File: config.mk
export PLATFORM = sky130hd
export DESIGN_NAME = ppg_timer
export DESIGN_NICKNAME = d
export VERILOG_FILES = /design/src/rtl/ppg_pkg.sv /design/src/rtl/ppg_regs.sv /design/src/rtl/ppg_start_ctl.sv /design/src/rtl/ppg_counter.sv /design/src/rtl/ppg_outff.sv /design/src/rtl/ppg_timer.sv
export SDC_FILE = /design/constraint.sdc
export NUM_CORES = 1
export LEC_CHECK = 0
export ABC_AREA = 1
export BUFFER_PORTS_ARGS = -buffer_cell sky130_fd_sc_hd__buf_2
export CORE_MARGIN = 2
export CORE_UTILIZATION = 60
export CTS_BUF_LIST = sky130_fd_sc_hd__clkbuf_4
export DETAILED_ROUTE_END_ITERATION = 7
export MAX_ROUTING_LAYER = met4
export PLACE_DENSITY = 0.78
export REMOVE_ABC_BUFFERS = 1
export SLEW_MARGIN = 40
export SYNTH_ARGS = -nofsm -noshare
export SYNTH_HDL_FRONTEND = slang
export SYNTH_SLANG_ARGS = --single-unit
export TNS_END_PERCENT = 30
File: constraint.sdc
create_clock -name clk -period 2.7 [get_ports clk]
set_input_delay 0.135 -clock clk [delete_from_list [all_inputs] [get_ports clk]]
set_output_delay 0.135 -clock clk [all_outputs]
set_load 0.01 [all_outputs]
File: src/rtl/ppg_pkg.sv
package ppg_pkg;

  localparam int unsigned ADDR_W   = 2;
  localparam logic [ADDR_W-1:0] ADDR_CTL  = 2'd0;
  localparam logic [ADDR_W-1:0] ADDR_CMPA = 2'd1;
  localparam logic [ADDR_W-1:0] ADDR_CMPB = 2'd2;

  localparam int unsigned CTL_BIT_MODE = 0;
  localparam int unsigned CTL_BIT_SRC  = 1;
  localparam int unsigned CTL_BIT_OS   = 3;
  localparam int unsigned CTL_BIT_INIT = 4;
  localparam int unsigned CTL_W        = 5;

  typedef enum logic [1:0] {
    SRC_STOP = 2'b00,
    SRC_CMD  = 2'b01,
    SRC_RISE = 2'b10,
    SRC_FALL = 2'b11
  } start_src_e;

  typedef enum logic [1:0] {
    ST_IDLE  = 2'd0,
    ST_ARMED = 2'd1,
    ST_RUN   = 2'd2
  } run_state_e;

  typedef struct packed {
    logic       pulse_mode;
    start_src_e src;
    logic       one_shot;
    logic       init_lvl;
  } ctl_word_t;

  function automatic ctl_word_t decode_ctl(input logic [CTL_W-1:0] bits);
    ctl_word_t c;
    c.pulse_mode = bits[CTL_BIT_MODE];
    c.src        = start_src_e'(bits[CTL_BIT_SRC +: 2]);
    c.one_shot   = bits[CTL_BIT_OS];
    c.init_lvl   = bits[CTL_BIT_INIT];
    return c;
  endfunction

  // Next state of the run controller for a control write.
  function automatic run_state_e state_on_write(input run_state_e cur,
                                                input ctl_word_t  nw);
    if (nw.src == SRC_STOP || !nw.pulse_mode) return ST_IDLE;
    if (cur == ST_RUN)                        return ST_RUN;
    if (nw.src == SRC_CMD)                    return ST_RUN;
    return ST_ARMED;
  endfunction

endpackage

File: src/rtl/ppg_regs.sv
module ppg_regs
  import ppg_pkg::*;
#(
  parameter int unsigned CNT_W = 16
) (
  input  logic              clk,
  input  logic              rst_n,
  input  logic              wr_en,
  input  logic [ADDR_W-1:0] wr_addr,
  input  logic [CNT_W-1:0]  wr_data,
  input  logic              os_stop,
  output logic              ctl_wr,
  output ctl_word_t         ctl_new,
  output start_src_e        src_q,
  output logic              one_shot_q,
  output logic [CNT_W-1:0]  cmp_a,
  output logic [CNT_W-1:0]  cmp_b
);

  logic mode_q;
  logic wr_a;
  logic wr_b_req;
  logic wr_b_ok;

  assign ctl_wr   = wr_en && (wr_addr == ADDR_CTL);
  assign wr_a     = wr_en && (wr_addr == ADDR_CMPA);
  assign wr_b_req = wr_en && (wr_addr == ADDR_CMPB);
  assign wr_b_ok  = wr_b_req && mode_q;
  assign ctl_new  = decode_ctl(wr_data[CTL_W-1:0]);

  always_ff @(posedge clk or negedge rst_n) begin
    if (!rst_n) begin
      mode_q     <= 1'b0;
      src_q      <= SRC_STOP;
      one_shot_q <= 1'b0;
    end else if (ctl_wr) begin
      mode_q     <= ctl_new.pulse_mode;
      src_q      <= ctl_new.src;
      one_shot_q <= ctl_new.one_shot;
    end else if (os_stop) begin
      src_q      <= SRC_STOP;
    end
  end

  always_ff @(posedge clk or negedge rst_n) begin
    if (!rst_n) begin
      cmp_a <= '0;
    end else if (wr_a) begin
      cmp_a <= wr_data;
    end
  end

  always_ff @(posedge clk or negedge rst_n) begin
    if (!rst_n) begin
      cmp_b <= '0;
    end else if (wr_b_ok) begin
      cmp_b <= wr_data;
    end
  end

endmodule

File: src/rtl/ppg_start_ctl.sv
module ppg_start_ctl
  import ppg_pkg::*;
(
  input  logic       clk,
  input  logic       rst_n,
  input  logic       ctl_wr,
  input  ctl_word_t  ctl_new,
  input  start_src_e src_q,
  input  logic       one_shot_q,
  input  logic       trig_in,
  input  logic       hit_a,
  output logic       running,
  output logic       os_stop,
  output logic       ff_load,
  output logic       ff_load_val
);

  run_state_e state_q;
  run_state_e state_d;
  logic       trig_q;
  logic       rise_seen;
  logic       fall_seen;
  logic       edge_ok;

  assign rise_seen = trig_in && !trig_q;
  assign fall_seen = !trig_in && trig_q;
  assign edge_ok   = (src_q == SRC_RISE && rise_seen) ||
                     (src_q == SRC_FALL && fall_seen);

  assign running     = (state_q == ST_RUN);
  assign os_stop     = running && hit_a && one_shot_q && !ctl_wr;
  assign ff_load     = ctl_wr && ctl_new.pulse_mode && !running;
  assign ff_load_val = ctl_new.init_lvl;

  always_comb begin
    state_d = state_q;
    if (ctl_wr) begin
      state_d = state_on_write(state_q, ctl_new);
    end else begin
      case (state_q)
        ST_ARMED: if (edge_ok) state_d = ST_RUN;
        ST_RUN:   if (os_stop) state_d = ST_IDLE;
        default:  state_d = state_q;
      endcase
    end
  end

  always_ff @(posedge clk or negedge rst_n) begin
    if (!rst_n) begin
      state_q <= ST_IDLE;
      trig_q  <= 1'b0;
    end else begin
      state_q <= state_d;
      trig_q  <= trig_in;
    end
  end

endmodule

File: src/rtl/ppg_counter.sv
module ppg_counter #(
  parameter int unsigned CNT_W = 16
) (
  input  logic             clk,
  input  logic             rst_n,
  input  logic             running,
  input  logic             tick,
  input  logic [CNT_W-1:0] cmp_a,
  input  logic [CNT_W-1:0] cmp_b,
  output logic [CNT_W-1:0] count,
  output logic             hit_a,
  output logic             hit_b
);

  localparam logic [CNT_W-1:0] ONE = CNT_W'(1);

  function automatic logic [CNT_W-1:0] step_count(input logic [CNT_W-1:0] c);
    return c + ONE;
  endfunction

  function automatic logic lands_on(input logic [CNT_W-1:0] c,
                                    input logic [CNT_W-1:0] target);
    return step_count(c) == target;
  endfunction

  logic advance;

  assign advance = running && tick;
  assign hit_a   = advance && lands_on(count, cmp_a);
  assign hit_b   = advance && lands_on(count, cmp_b);

  always_ff @(posedge clk or negedge rst_n) begin
    if (!rst_n) begin
      count <= '0;
    end else if (!running) begin
      count <= '0;
    end else if (advance) begin
      count <= hit_a ? '0 : step_count(count);
    end
  end

endmodule

File: src/rtl/ppg_outff.sv
module ppg_outff (
  input  logic clk,
  input  logic rst_n,
  input  logic ff_load,
  input  logic ff_load_val,
  input  logic hit_a,
  input  logic hit_b,
  output logic ff_q,
  output logic irq
);

  always_ff @(posedge clk or negedge rst_n) begin
    if (!rst_n) begin
      ff_q <= 1'b0;
      irq  <= 1'b0;
    end else begin
      ff_q <= ff_load ? ff_load_val : (ff_q ^ hit_a ^ hit_b);
      irq  <= hit_a | hit_b;
    end
  end

endmodule

File: src/rtl/ppg_timer.sv
module ppg_timer
  import ppg_pkg::*;
#(
  parameter int unsigned CNT_W = 16
) (
  input  logic              clk,
  input  logic              rst_n,
  input  logic              wr_en,
  input  logic [ADDR_W-1:0] wr_addr,
  input  logic [CNT_W-1:0]  wr_data,
  input  logic              cnt_tick,
  input  logic              trig_in,
  output logic              pulse_out,
  output logic              irq
);

  logic             ctl_wr;
  ctl_word_t        ctl_new;
  start_src_e       src_q;
  logic             os_mode;
  logic [CNT_W-1:0] cmp_a;
  logic [CNT_W-1:0] cmp_b;
  logic [CNT_W-1:0] count;
  logic             running;
  logic             os_stop;
  logic             ff_load;
  logic             ff_load_val;
  logic             hit_a;
  logic             hit_b;
  logic             ff_q;

  ppg_regs #(.CNT_W(CNT_W)) regs_i (
    .clk(clk), .rst_n(rst_n), .wr_en(wr_en), .wr_addr(wr_addr),
    .wr_data(wr_data), .os_stop(os_stop), .ctl_wr(ctl_wr),
    .ctl_new(ctl_new), .src_q(src_q), .one_shot_q(os_mode),
    .cmp_a(cmp_a), .cmp_b(cmp_b)
  );

  ppg_start_ctl start_i (
    .clk(clk), .rst_n(rst_n), .ctl_wr(ctl_wr), .ctl_new(ctl_new),
    .src_q(src_q), .one_shot_q(os_mode), .trig_in(trig_in),
    .hit_a(hit_a), .running(running), .os_stop(os_stop),
    .ff_load(ff_load), .ff_load_val(ff_load_val)
  );

  ppg_counter #(.CNT_W(CNT_W)) cnt_i (
    .clk(clk), .rst_n(rst_n), .running(running), .tick(cnt_tick),
    .cmp_a(cmp_a), .cmp_b(cmp_b), .count(count),
    .hit_a(hit_a), .hit_b(hit_b)
  );

  ppg_outff ff_i (
    .clk(clk), .rst_n(rst_n), .ff_load(ff_load), .ff_load_val(ff_load_val),
    .hit_a(hit_a), .hit_b(hit_b), .ff_q(ff_q), .irq(irq)
  );

  assign pulse_out = ~ff_q;

endmodule

# --- After elaboration in Yosys (flattened, before gate mapping) ---
# Cells that the tools add are included.
word_totals:
  elab_cells: 79
  reg_bits: 57
  inputBits: 23
classes:
  reduce_logical: 28
  addsub: 1
  bitwise: 4
  muxes: 24
  eq_ne: 12
op_table:
  columns: ["op", "count"]
  rows:
  - ["16-bit 2-to-1 mux", 3]
  - ["16-bit equality test", 2]
  - ["2-bit 2-to-1 mux", 10]
  - ["16-bit by 1-bit adder with 16-bit output (second input constant)", 1]
  - ["1-bit logical AND", 16]
  - ["1-bit 2-to-1 mux", 10]
  - ["2-bit equality test (second input constant)", 4]
  - ["2-bit by 1-bit equality test with 1-bit output (second input constant)", 3]
  - ["1-bit logical NOT", 5]
  - ["2-bit logical NOT", 2]
  - ["2-bit case mux with 2 select lines", 1]
  - ["3-bit by 1-bit != test with 1-bit output (second input constant)", 1]
  - ["3-bit != test (second input constant)", 1]
  - ["3-bit AND reduction", 1]
  - ["3-bit nonzero test", 1]
  - ["1-bit logical OR", 2]
  - ["2-bit != test (second input constant)", 1]
  - ["2-bit nonzero test", 1]
  - ["1-bit bitwise XOR", 2]
  - ["1-bit NOT", 1]
  - ["1-bit OR", 1]

# --- Longest topological paths before layout ---
# Gate-level depths: netlist of the first run.
logic_depth:
  depth_word: 13
  ltp_mapped: 17
  depth_no_buf: 17

# --- Hierarchy ---
# A second synthesis of the first run with hierarchy kept.
hier_totals:
  cells_unflattened: 523
  hier_area_um2: 3744.8
by_module_without_submodules:
  columns: ["module", "n_inst", "cells_each", "area_each_um2"]
  rows:
  - ["ppg_counter", 1, 308, 1858.0]
  - ["ppg_regs", 1, 163, 1566.5]
  - ["ppg_start_ctl", 1, 36, 215.2]
  - ["ppg_outff", 1, 15, 101.3]
  - ["ppg_timer", 1, 1, 3.8]

# --- Worst setup path after synthesis of the first run ---
# Ideal clock, no wire load.
synth_timing:
  kind: "flip-flop to flip-flop"
  startpoint: "register cnt_i.count[0]"
  endpoint: "register start_i.state_q[1]"
  slack_ps: 655
  setup_ps: 117
  stages_incl_launch_ff: 14
  t_arrival_ps: 1929
  t_required_ps: 2583
  cell_sequence: "dfrtp_1 -> ha_1 -> nand3_1 -> o21ai_0 -> nand2_1 -> nand2_1 -> nand2_1 -> nand3b_1 -> nor2_2 -> nand4_1 -> nand3_1 -> nand2_1 -> nand2_1 -> nand2_1"
synth_between:
  elab_chain_len: 8
synth_lines:
  columns: ["item", "line", "rtl"]
  rows:
  - ["start: declaration", "ppg_counter.sv:10", "output logic [CNT_W-1:0] count,"]
  - ["start signal: assignment", "ppg_counter.sv:38", "count <= hit_a ? '0 : step_count(count);"]
  - ["16-bit by 1-bit adder with 16-bit output", "ppg_counter.sv:18", "return c + ONE;"]
  - ["16-bit equality test", "ppg_counter.sv:23", "return step_count(c) == target;"]
  - ["1-bit logical AND", "ppg_counter.sv:29", "assign hit_a = advance && lands_on(count, cmp_a);"]
  - ["1-bit logical AND (3 in a row)", "ppg_start_ctl.sv:31", "assign os_stop = running && hit_a && one_shot_q && !ctl_wr;"]
  - ["3-bit != test (no source line)", null, null]
  - ["3-bit AND reduction (no source line)", null, null]
  - ["end signal: assignment", "ppg_start_ctl.sv:53", "state_q <= state_d;"]
  - ["end: declaration", "ppg_start_ctl.sv:18", "run_state_e state_q;"]
# Every way passes these cells.
# A chain may end at the register's enable or synchronous reset.

# --- Worst setup path in the final report of the first run ---
layout_timing:
  startpoint: "register cnt_i.count[1]"
  endpoint: "register cnt_i.count[12]"
layout_between:
  elab_chain_len: 6
layout_lines:
  columns: ["item", "line", "rtl"]
  rows:
  - ["16-bit by 1-bit adder with 16-bit output (*)", "ppg_counter.sv:18", null]
  - ["16-bit equality test", "ppg_counter.sv:23", null]
  - ["1-bit logical AND", "ppg_counter.sv:29", null]
  - ["16-bit 2-to-1 mux (*)", "ppg_counter.sv:38", null]
  - ["16-bit 2-to-1 mux (*)", "ppg_counter.sv:37", "end else if (advance) begin"]
  - ["16-bit 2-to-1 mux (*)", "ppg_counter.sv:35", "end else if (!running) begin"]
# Mark *: on every way between the ends. The rest lies on a longest branch, timed or not. The select of a mux whose other input is x is not followed.

==> flow_metrics.tcl, run 1 <==
set metrics [dict create \
    status "finished clean" \
    cts_buffers 9 \
    power_density_nw_per_um2 602.1 \
    crit_path_end_kind "flop" \
    postSynthAreaPerCell_um2 6.792 \
    yosysUniqueCellTypes 25 \
    antenna_cells 0 \
    dr.pass1.iters 6 \
    wire_per_inst_um 14.26 \
    routed_wl_um 9054 \
    ys_top_cells_by_area "dfrtp_1 41%, nand2_1 18%, nand3_1 9.9%" \
    max_stage_delay_ns 0.43 \
    clockBufferDepth 2 \
    die_area_um2 6444 \
    finalPower_mw 2.381 \
    yosysTopAreaCell "dfrtp_1" \
    clk_latency_ns 0.41 \
    rr_endpoint "cnt_i.count[12]$_DFFE_PN0P_" \
    cpMaxStageDelayCell "dfrtp_1" \
    crit_type "reg -> reg" \
    grt_max_degree 43 \
    cp_top_family "simple AND/OR/NAND/NOR gates" \
    clock_sinks 57 \
    syn_area_um2 3491 \
    nNetsFinal 583 \
    finalHoldViolCount 0 \
    die_height_um 80.28 \
    post-dp-hpwl_um 6634 \
    path_clk_slew_ns 0.10 \
    dp_cells 606 \
    synthCells 514 \
    cts_tree "done" \
    drt_first_iter_violations 336 \
    areaGrowthSynthToFinish_pct 13.26 \
    period_share_pct 91.48 \
    fin_tns_setup_ns 0 \
    hp-class "in -> reg" \
    gp_congestion 0.9617 \
    grt.overflow.total 0 \
    boundaryPins 25 \
    finalSetupViolCount 0 \
    max_cap_viol_count 0 \
    rrSetupSlack_ns 0.23 \
    dr_total_vias 3513 \
    crit_fanout 6 \
    timing.fmax_ghz 0.4048 \
    initial_utilization_pct 62.63 \
    finalNonFillerCells 635 \
    cp.arrival_ns 2.75 \
    ys_seq_elements 57 \
    htree_levels 3 \
    r2r_cells 13 \
    grt_antenna_before_repair 0 \
    ant_nets 0 \
    p_leak_nw 1.981 \
    die_w_um 80.28 \
    core_area_um2 5574 \
    drive_above_1_share_pct 11.01 \
    relSlewSlack_pct 58.20 \
    yosysSeqAreaShare_pct 40.86 \
    num_rows 27 \
    synth.top_cell.area_share_pct 40.86 \
    place_ws_ns 0.2217 \
    start_kind "flop" \
    drc 0 \
    hold_end "regs_i.cmp_b[5]$_DFFE_PN0P_" \
    nFillCells 480 \
    finalWorstSetupSlack_ns 0.2299 \
    via_per_inst 5.532 \
    fin_crit_ns 2.470 \
    grt_use_total_pct 31.47 \
    worstHoldStart "wr_data[5]" \
    rsz0062_at_grt "false" \
    whs_path_depth 3 \
    drv_slew 0 \
    peakVddDrop_v 0.0004315 \
    port_buffers 24 \
    cp_num_buf_inv 1 \
    grt_pass1_wl_um 14780 \
    grt_pass1_vias 3243 \
    ys_warn_count 0 \
    cp_cell_sequence "ha_2, nand3_1, nor2_1, nand2_1, nand3b_1, nand3_1, nor2_1, nand2_1, nor2_2, nand2_1, buf_4, nand3_1, o21ai_0" \
    root_buffer "clkbuf_4" \
    r2r-start "cnt_i.count[1]$_DFFE_PN0P_" \
    fin_worst_skew_ns 0.01084 \
    cp.required_ns 2.98 \
    tightest_slew_ns 0.6262 \
]
-- sequential cells by signal, summed over array words and instances (netlist names) --
name               cells
start_i.state_q        2
regs_i.one_shot_q      1
regs_i.cmp_a          16
regs_i.cmp_b          16
regs_i.src_q           2
start_i.trig_q         1
regs_i.mode_q          1
ff_i.ff_q              1
cnt_i.count           16
ff_i.irq               1
-- area by class of cell --
cell class                      count  area [um2]  area share (%)
Clock buffer                       10       75.07           1.899
Clock inverter                      5       23.77          0.6013
Inverter                           66       247.7           6.266
Multi-Input combinational cell    382        1789           45.25
Sequential cell                    57        1428           36.11
Tap cell                           72       90.09           2.278
Timing Repair Buffer               43       300.3           7.595
-- cell usage in the layout, fill, tap and decap left out --
cell,netlist,routed
or2_2,1,1
dfrtp_1,57,56
inv_2,0,1
dlygate4sd3_1,0,14
o22ai_1,6,6
o211ai_1,1,1
o21ai_0,50,50
nand2_2,3,3
nor2_1,39,39
xor2_1,2,2
xnor2_1,2,2
clkinv_1,0,1
a21oi_1,3,3
nor2_2,6,6
inv_1,66,65
buf_4,0,6
and2_0,1,1
nand2_1,166,166
o21ai_2,1,1
nand3_1,69,68
nor2_4,3,3
clkinv_2,0,4
clkbuf_4,0,10
dfrtp_2,0,1
nand3b_1,12,12
ha_2,0,1
buf_2,1,23
nand3_2,1,2
o31ai_1,1,1
nand4_1,13,13
and3b_1,1,1
-- power breakdown --
part | switching, mW | total, mW | internal [mW] | leakage, nW
clock | 0.317 | 0.502 | 0.185 | 0.0632
combinational | 0.454 | 0.737 | 0.283 | 1.18
sequential | 0.135 | 1.14 | 1.01 | 0.737
-- worst reg2reg max path, cell delays in order, from the launching register on --
cell	delay, ns
dfrtp_1	0.43
ha_2	0.25
nand3_1	0.15
nor2_1	0.26
nand2_1	0.14
nand3b_1	0.10
nand3_1	0.12
nor2_1	0.12
nand2_1	0.07
nor2_2	0.15
nand2_1	0.18
buf_4	0.22
nand3_1	0.06
o21ai_0	0.09
-- logic make-up (layout without fill, tap and decap cells) --
logic type / count (synthesis) / in the layout / share of synthesized area, %
buffers and inverters: 75 / 124 / 8.100
adder cells (fa/ha/maj): 1 / 1 / 0.3584
XOR/XNOR: 4 / 4 / 1.004
AO/OA/AOI/OAI: 62 / 62 / 9.355
flip-flops: 57 / 57 / 40.86
AND/OR/NAND/NOR: 315 / 315 / 40.32
-- synthesized netlist by cell type, drive strengths merged --
cell,n
nand2,169
o211ai,1
o21ai,51
inv,66
and2,1
o31ai,1
xor2,2
nand3b,12
clkbuf,8
nand4,13
and3b,1
buf,1
ha,1
nand3,70
nor2,48
dfrtp,57
or2,1
o22ai,6
xnor2,2
a21oi,3
-- worst max-delay path by stage --
| stage | startpoint | endpoint | slack (ns) | cells after the start |
|---|---|---|---|---|
| finish | cnt_i.count[1]$_DFFE_PN0P_ | cnt_i.count[12]$_DFFE_PN0P_ | 0.23 | 13 |
| global route | cnt_i.count[1]$_DFFE_PN0P_ | cnt_i.count[10]$_DFFE_PN0P_ | 0.002 | 15 |
| CTS | cnt_i.count[0]$_DFFE_PN0P_ | cnt_i.count[15]$_DFFE_PN0P_ | 0.19 | 12 |
| detailed placement | cnt_i.count[0]$_DFFE_PN0P_ | cnt_i.count[15]$_DFFE_PN0P_ | 0.22 | 12 |
| global placement | cnt_i.count[0]$_DFFE_PN0P_ | cnt_i.count[15]$_DFFE_PN0P_ | 0.29 | 12 |
| floorplan | cnt_i.count[0]$_DFFE_PN0P_ | cnt_i.count[13]$_DFFE_PN0P_ | 0.61 | 11 |
-- routing by layer --
metal  vias up  global-route usage [%]  wire length (um)
li1       1757                       -                 -
met1      1600                   41.98              4206
met2       137                   47.17              4034
met3        19                   5.506               635
met4         0                   14.07               178
met5         -                       -                 0
-- repair_timing --
| action | CTS | global route |
|---|---|---|
| setup endpoints to repair | 0 | 13 |
| buffers inserted | 0 | 0 |
| resized for setup | 0 | 3 |
| hold buffers | 14 | 0 |
| endpoints found under the hold margin | 62 | 0 |
-- stage by stage --
step                instance area (um2)  hold slack [ns]  utilization, %
floorplan                          3456          -0.1606               -
global placement                   3704           0.2694           66.44
detailed placement                 3711           0.1593           66.58
CTS                                3950         0.004362           70.86
global route                       3954         0.005100           70.93
finish                             3954         0.002889           70.93
Note: power is estimated with default switching activity, not from simulation.
==> inputs of run 2 (changes only) <==
- REMOVE_ABC_BUFFERS: 1 -> default
==> run 2 against run 1 <==
Clock power grew 38%. Sequential power is essentially flat. Flip-flop and latch count is the same. Die area is the same. Global-route usage grew 1.7 points. Design area grew 1.5%. Worst hold slack gained 0.011 ns. Critical path depth is the same. Register-to-register slack gained 0.03 ns. Highest routed layer unchanged.
==> flow_metrics.tcl, run 2 (synthesis results as in run 1) <==
set metrics [dict create \
    clk_latency_ns 0.41 \
    cp.arrival_ns 2.74 \
    routed_wl_um 9278 \
    grt_use_total_pct 33.15 \
    dr_total_vias 3482 \
    die_w_um 80.28 \
    finalPower_mw 2.552 \
    peakVddDrop_v 0.0005907 \
    cpMaxStageDelayCell "dfrtp_1" \
    root_buffer "clkbuf_4" \
    crit_fanout 5 \
    ant_nets 0 \
    cts_setup_buffers 0 \
    wire_per_inst_um 14.57 \
    finalNonFillerCells 637 \
    rsz0062_at_grt "false" \
    status "finished clean" \
    top_regs "cnt_i.count (16), regs_i.cmp_a (16), regs_i.cmp_b (16)" \
    path_clk_slew_ns 0.10 \
    post-dp-hpwl_um 6980 \
    final_util_pct 71.99 \
    core_area_um2 5574 \
    grt_pass1_wl_um 15770 \
    stdcell_area_um2 4013 \
    cp.required_ns 3.01 \
    nNetsFinal 584 \
    clock_sinks 57 \
    cp.depth 13 \
    hp-class "in -> reg" \
    crit_type "reg -> reg" \
    period_share_pct 90.27 \
    dr.pass1.iters 7 \
    die_height_um 80.28 \
    finalSetupViolCount 0 \
    cp_num_buf_inv 0 \
    cp_cell_sequence "nand2_1, nor2_1, nand2_1, o21ai_2, nand2_1, nand2_1, nand3b_1, nor2_2, nand4_1, nand3_1, nand2_1, nand2_1, nand2_1" \
    place_ws_ns 0.1177 \
    grt_max_degree 33 \
    drv_slew 0 \
    drive_above_1_share_pct 11.15 \
    p_leak_nw 2.008 \
    fin_worst_skew_ns 0.01860 \
    cts_tree "done" \
    htree_levels 3 \
    boundaryPins 25 \
    initial_utilization_pct 62.63 \
    place_area_um2 3719 \
    num_rows 27 \
    whs_path_depth 3 \
    nFillCells 499 \
    power_density_nw_per_um2 636.1 \
    start_kind "flop" \
    port_buffers 24 \
    layout_commonest_cell "nand2_1" \
    areaGrowthSynthToFinish_pct 14.95 \
    finalWorstSetupSlack_ns 0.2626 \
    grt_antenna_before_repair 0 \
    cts_buffers 9 \
    max_stage_delay_ns 0.45 \
    r2r_cells 13 \
    cp_top_family "simple AND/OR/NAND/NOR gates" \
    gp_congestion 1.014 \
    whs_ns 0.01390 \
    dp_cells 608 \
    crit_path_end_kind "flop" \
    drt_first_iter_violations 347 \
    relSlewSlack_pct 68.57 \
    fin_crit_ns 2.437 \
    die_area_um2 6444 \
    grt.overflow.total 0 \
    max_cap_viol_count 0 \
    finalHoldViolCount 0 \
    antenna_cells 0 \
    crit_top_cell "nand2_1" \
    timing.fmax_ghz 0.4103 \
    tightest_slew_ns 0.4703 \
    via_per_inst 5.466 \
    grt_pass1_vias 3263 \
    syn_nets 538 \
    fin_tns_setup_ns 0 \
    final_cell_mix "165 x nand2_1, 69 x nand3_1, 66 x inv_1" \
    clockBufferDepth 2 \
    drc 0 \
]
## run 2: path summary, 6_finish.rpt
path	end	startpoint	slack, ns
max reg2reg	start_i.state_q[1]$_DFFE_PN0P_	cnt_i.count[8]$_DFFE_PN0P_	0.26
max	start_i.state_q[1]$_DFFE_PN0P_	cnt_i.count[8]$_DFFE_PN0P_	0.26
min in group asynchronous	regs_i.cmp_b[0]$_DFFE_PN0P_	rst_n	0.16
min	regs_i.cmp_a[8]$_DFFE_PN0P_	wr_data[8]	0.01
min reg2reg	regs_i.mode_q$_DFFE_PN0P_	regs_i.mode_q$_DFFE_PN0P_	0.49
max in group asynchronous	regs_i.cmp_a[7]$_DFFE_PN0P_	rst_n	1.91
## run 2: final cells by class
type,instances,area [um2],share of cell area [%]
Inverter,66,247.7,6.174
Multi-Input combinational cell,382,1792,44.65
Timing Repair Buffer,44,302.8,7.546
Sequential cell,57,1428,35.58
Tap cell,72,90.09,2.245
Clock buffer,9,67.56,1.684
Clock inverter,7,85.08,2.120
## run 2: report_power, final
part | switching, mW | total (mW) | internal [mW]
Clock | 0.326 | 0.692 | 0.366
Combinational | 0.442 | 0.722 | 0.280
Sequential | 0.132 | 1.14 | 1.01
## run 2: timing repair
item | 4_1_cts | 5_1_grt
resized for setup | 0 | 5
endpoints found under the hold margin | 34 | 0
hold buffers | 13 | 0
setup endpoints to repair | 0 | 18
## run 2: worst reg2reg max path: stages, from the launching register on
cell and delay [ns]:
dfrtp_1 0.45, nand2_1 0.16, nor2_1 0.28, nand2_1 0.14, o21ai_2 0.27, nand2_1 0.11
nand2_1 0.11, nand3b_1 0.09, nor2_2 0.15, nand4_1 0.21, nand3_1 0.16, nand2_1 0.08
nand2_1 0.08, nand2_1 0.05
## run 2: layer usage
metal / track usage (%) / vias to the layer above / routed length, um / part of all wire (%)
li1: - / 1754 / - / -
met1: 48.62 / 1560 / 4310 / 46
met2: 46.83 / 151 / 3977 / 43
met3: 6.180 / 17 / 828 / 8.9
met4: 9.831 / 0 / 161 / 1.7
met5: - / - / 0 / 0
==> inputs of run 3 (changes only) <==
- ABC_AREA: 1 -> default
==> run 3 against run 2 <==
Non-clock buffer count grew 38. Global-route usage shrank 3.7 points. Design area grew 5.1%. Clock-buffer cell count is the same. Die area shrank 2.7%. Via count shrank 17%. Core utilization grew 5.1 points. Highest routed layer unchanged.
==> flow_metrics.tcl, run 3 <==
set metrics [dict create \
    grt_antenna_before_repair 0 \
    layout_commonest_cell "dfrtp_1" \
    grt_max_degree 58 \
    hp-class "in -> reg" \
    synth.top_cell.area_share_pct 42.07 \
    crit_path_end_kind "flop" \
    synth-async-reset-ratio_pct 100.0 \
    ys_warn_count 0 \
    yosysSeqAreaShare_pct 42.07 \
    postSynthAreaPerCell_um2 10.28 \
    cts_buffers 9 \
    finalSetupViolCount 0 \
    die_area_um2 6269 \
    die_height_um 79.18 \
    synthCells 330 \
    nFillCells 367 \
    cp_cell_sequence "ha_4, xor2_1, a2111oi_2, nand3_1, nor4b_2, nand4_1, o21a_1, o21a_1, o31ai_2" \
    dr_total_vias 2906 \
    tightest_slew_ns 0.6775 \
    max_cap_viol_count 0 \
    num_rows 27 \
    status "finished clean" \
    cts_tree "done" \
    grt.overflow.total 0 \
    finalPower_mw 2.300 \
    grt_pass1_vias 2846 \
    drc 0 \
    max_stage_delay_ns 0.45 \
    cp.required_ns 3.04 \
    path_clk_slew_ns 0.11 \
    clock_sinks 57 \
    routed_wl_um 8419 \
    start_kind "flop" \
    wire_per_inst_um 17.50 \
    dr.pass1.iters 7 \
    crit_fanout 4 \
    initial_utilization_pct 61.96 \
    yosysUniqueCellTypes 56 \
    grt_use_total_pct 29.42 \
    rsz0062_at_grt "false" \
    post-dp-hpwl_um 5960 \
    ant_nets 0 \
    cp.arrival_ns 2.89 \
    multiInputGateArea_um2 1924 \
    synth-edff-count 0 \
    fin_tns_setup_ns 0 \
    nNetsFinal 428 \
    grt_pass1_wl_um 13480 \
    yosysMostFrequentCell "dfrtp_1" \
    crit_type "reg -> reg" \
    peakVddDrop_v 0.0004324 \
    ys_top_cells_by_area "dfrtp_1 42%, mux2_2 11%, xnor2_1 8.8%" \
    clk_latency_ns 0.42 \
    drv_slew 0 \
    clockBufferDepth 2 \
    period_share_pct 94.61 \
    drive_above_1_share_pct 34.23 \
    relSlewSlack_pct 54.83 \
    port_buffers 24 \
    p_leak_nw 1.855 \
    die_w_um 79.18 \
    gp_congestion 0.9537 \
    via_per_inst 6.042 \
    ys_seq_elements 57 \
    htree_levels 3 \
    finalNonFillerCells 481 \
    final_cell_mix "52 x dfrtp_1, 37 x buf_4, 33 x xnor2_1" \
    root_buffer "clkbuf_4" \
    fin_crit_ns 2.555 \
    finalHoldViolCount 0 \
    synth_commonest_cells "57 x dfrtp_1, 34 x xnor2_1, 32 x mux2_2" \
    dp_cells 441 \
    cpMaxStageDelayCell "dfrtp_2" \
    syn_area_um2 3391 \
    power_density_nw_per_um2 545.3 \
    antenna_cells 0 \
    top_regs "cnt_i.count (16), regs_i.cmp_a (16), regs_i.cmp_b (16)" \
    crit_top_cell "o21a_1" \
    drt_first_iter_violations 324 \
    fin_worst_skew_ns 0.01566 \
    ys.flop_type "dfrtp_1" \
    areaGrowthSynthToFinish_pct 24.39 \
    timing.fmax_ghz 0.3915 \
    core_area_um2 5473 \
    yosysTopAreaCell "dfrtp_1" \
    register_area_um2 1433 \
    boundaryPins 25 \
    syn_nets 354 \
]
run 3: changes by cell type in the layout (fill, tap and decap cells not counted), moves of 29 or more:
cell	previous run	this run
xnor2_1	2	33
nand2_1	165	28
nand3_1	69	6
inv_1	66	9
o21ai_0	49	20
mux2_2	0	32
buf_4	7	37
run 3: per-stage QoR:
| stage | hold WS (ns) | area (um2) | utilization, % | worst slack [ns] |
|---|---|---|---|---|
| floorplan | -0.1606 | 3391 | - | 0.1802 |
| global placement | 0.2704 | 3745 | 68.43 | -0.3218 |
| detailed placement | 0.2687 | 3765 | 68.79 | -0.2241 |
| CTS | 0.001195 | 4045 | 73.91 | 0.007198 |
| global route | 0.01251 | 4218 | 77.07 | 0.001202 |
| finish | 0.003187 | 4218 | 77.07 | 0.1455 |
run 3: final cells by class:
class | instances | area share, %
well taps | 72 | 2.136
clock buffers | 9 | 1.602
inverters | 9 | 0.8009
multi-input cells | 245 | 45.62
repair buffers | 82 | 14.98
flip-flops and latches | 57 | 33.97
clock inverters | 7 | 0.8899
run 3: power breakdown:
| group | internal (mW) | leakage (nW) | total, mW | switching, mW |
|---|---|---|---|---|
| Combinational | 0.335 | 1.09 | 0.638 | 0.302 |
| Clock | 0.177 | 0.0566 | 0.512 | 0.335 |
| Sequential | 1.01 | 0.709 | 1.15 | 0.140 |
run 3: worst paths after layout:
kind | startpoint | endpoint | slack [ns] | cells past startpoint
worst max-delay path | cnt_i.count[1]$_DFFE_PN0P_ | ff_i.ff_q$_DFF_PN0_ | 0.15 | 9
worst min-delay path | wr_data[0] | regs_i.cmp_a[0]$_DFFE_PN0P_ | 0.003 | 2
worst max register to register | cnt_i.count[1]$_DFFE_PN0P_ | ff_i.ff_q$_DFF_PN0_ | 0.15 | 9
worst min register to register | regs_i.cmp_b[1]$_DFFE_PN0P_ | regs_i.cmp_b[1]$_DFFE_PN0P_ | 0.50 | 2
max in group asynchronous | rst_n | cnt_i.count[0]$_DFFE_PN0P_ | 1.98 | 4
min in group asynchronous | rst_n | cnt_i.count[4]$_DFFE_PN0P_ | 0.22 | 3
run 3: metal layers:
| metal | up-vias | wire length (um) | GRT usage [%] | part of all wire (%) |
|---|---|---|---|---|
| met4 | 0 | 211 | 9.828 | 2.5 |
| met2 | 129 | 4001 | 44.75 | 48 |
| met5 | - | 0 | - | 0 |
| met1 | 1417 | 3616 | 37.99 | 43 |
| li1 | 1331 | - | - | - |
| met3 | 29 | 590 | 8.750 | 7.0 |
run 3: logic make-up after synthesis:
| family | Yosys count | synth area share [%] |
|---|---|---|
| adder cells (fa/ha/maj) | 1 | 0.3689 |
| buffers and inverters | 28 | 3.837 |
| XOR/XNOR | 48 | 12.80 |
| flip-flops | 57 | 42.07 |
| AO/OA/AOI/OAI | 55 | 10.70 |
| multiplexers | 33 | 10.92 |
| AND/OR/NAND/NOR | 108 | 19.30 |
run 3: timing repair:
action,in CTS,in global routing
cloned,0,0
setup buffers,0,7
resized for setup,4,21
setup endpoints to repair,6,21
hold buffers,16,0
pin swaps,0,15
hold endpoints to repair,87,0
run 3: worst max-delay path: cells and delay by family (launching register included):
kind,cells,cell delay (ns)
AOI/OAI and AO/OA,4,0.96
and+or+nand+nor,3,0.63
DFF,1,0.45
adders and majority gates,1,0.26
xor gates and xnor gates,1,0.17
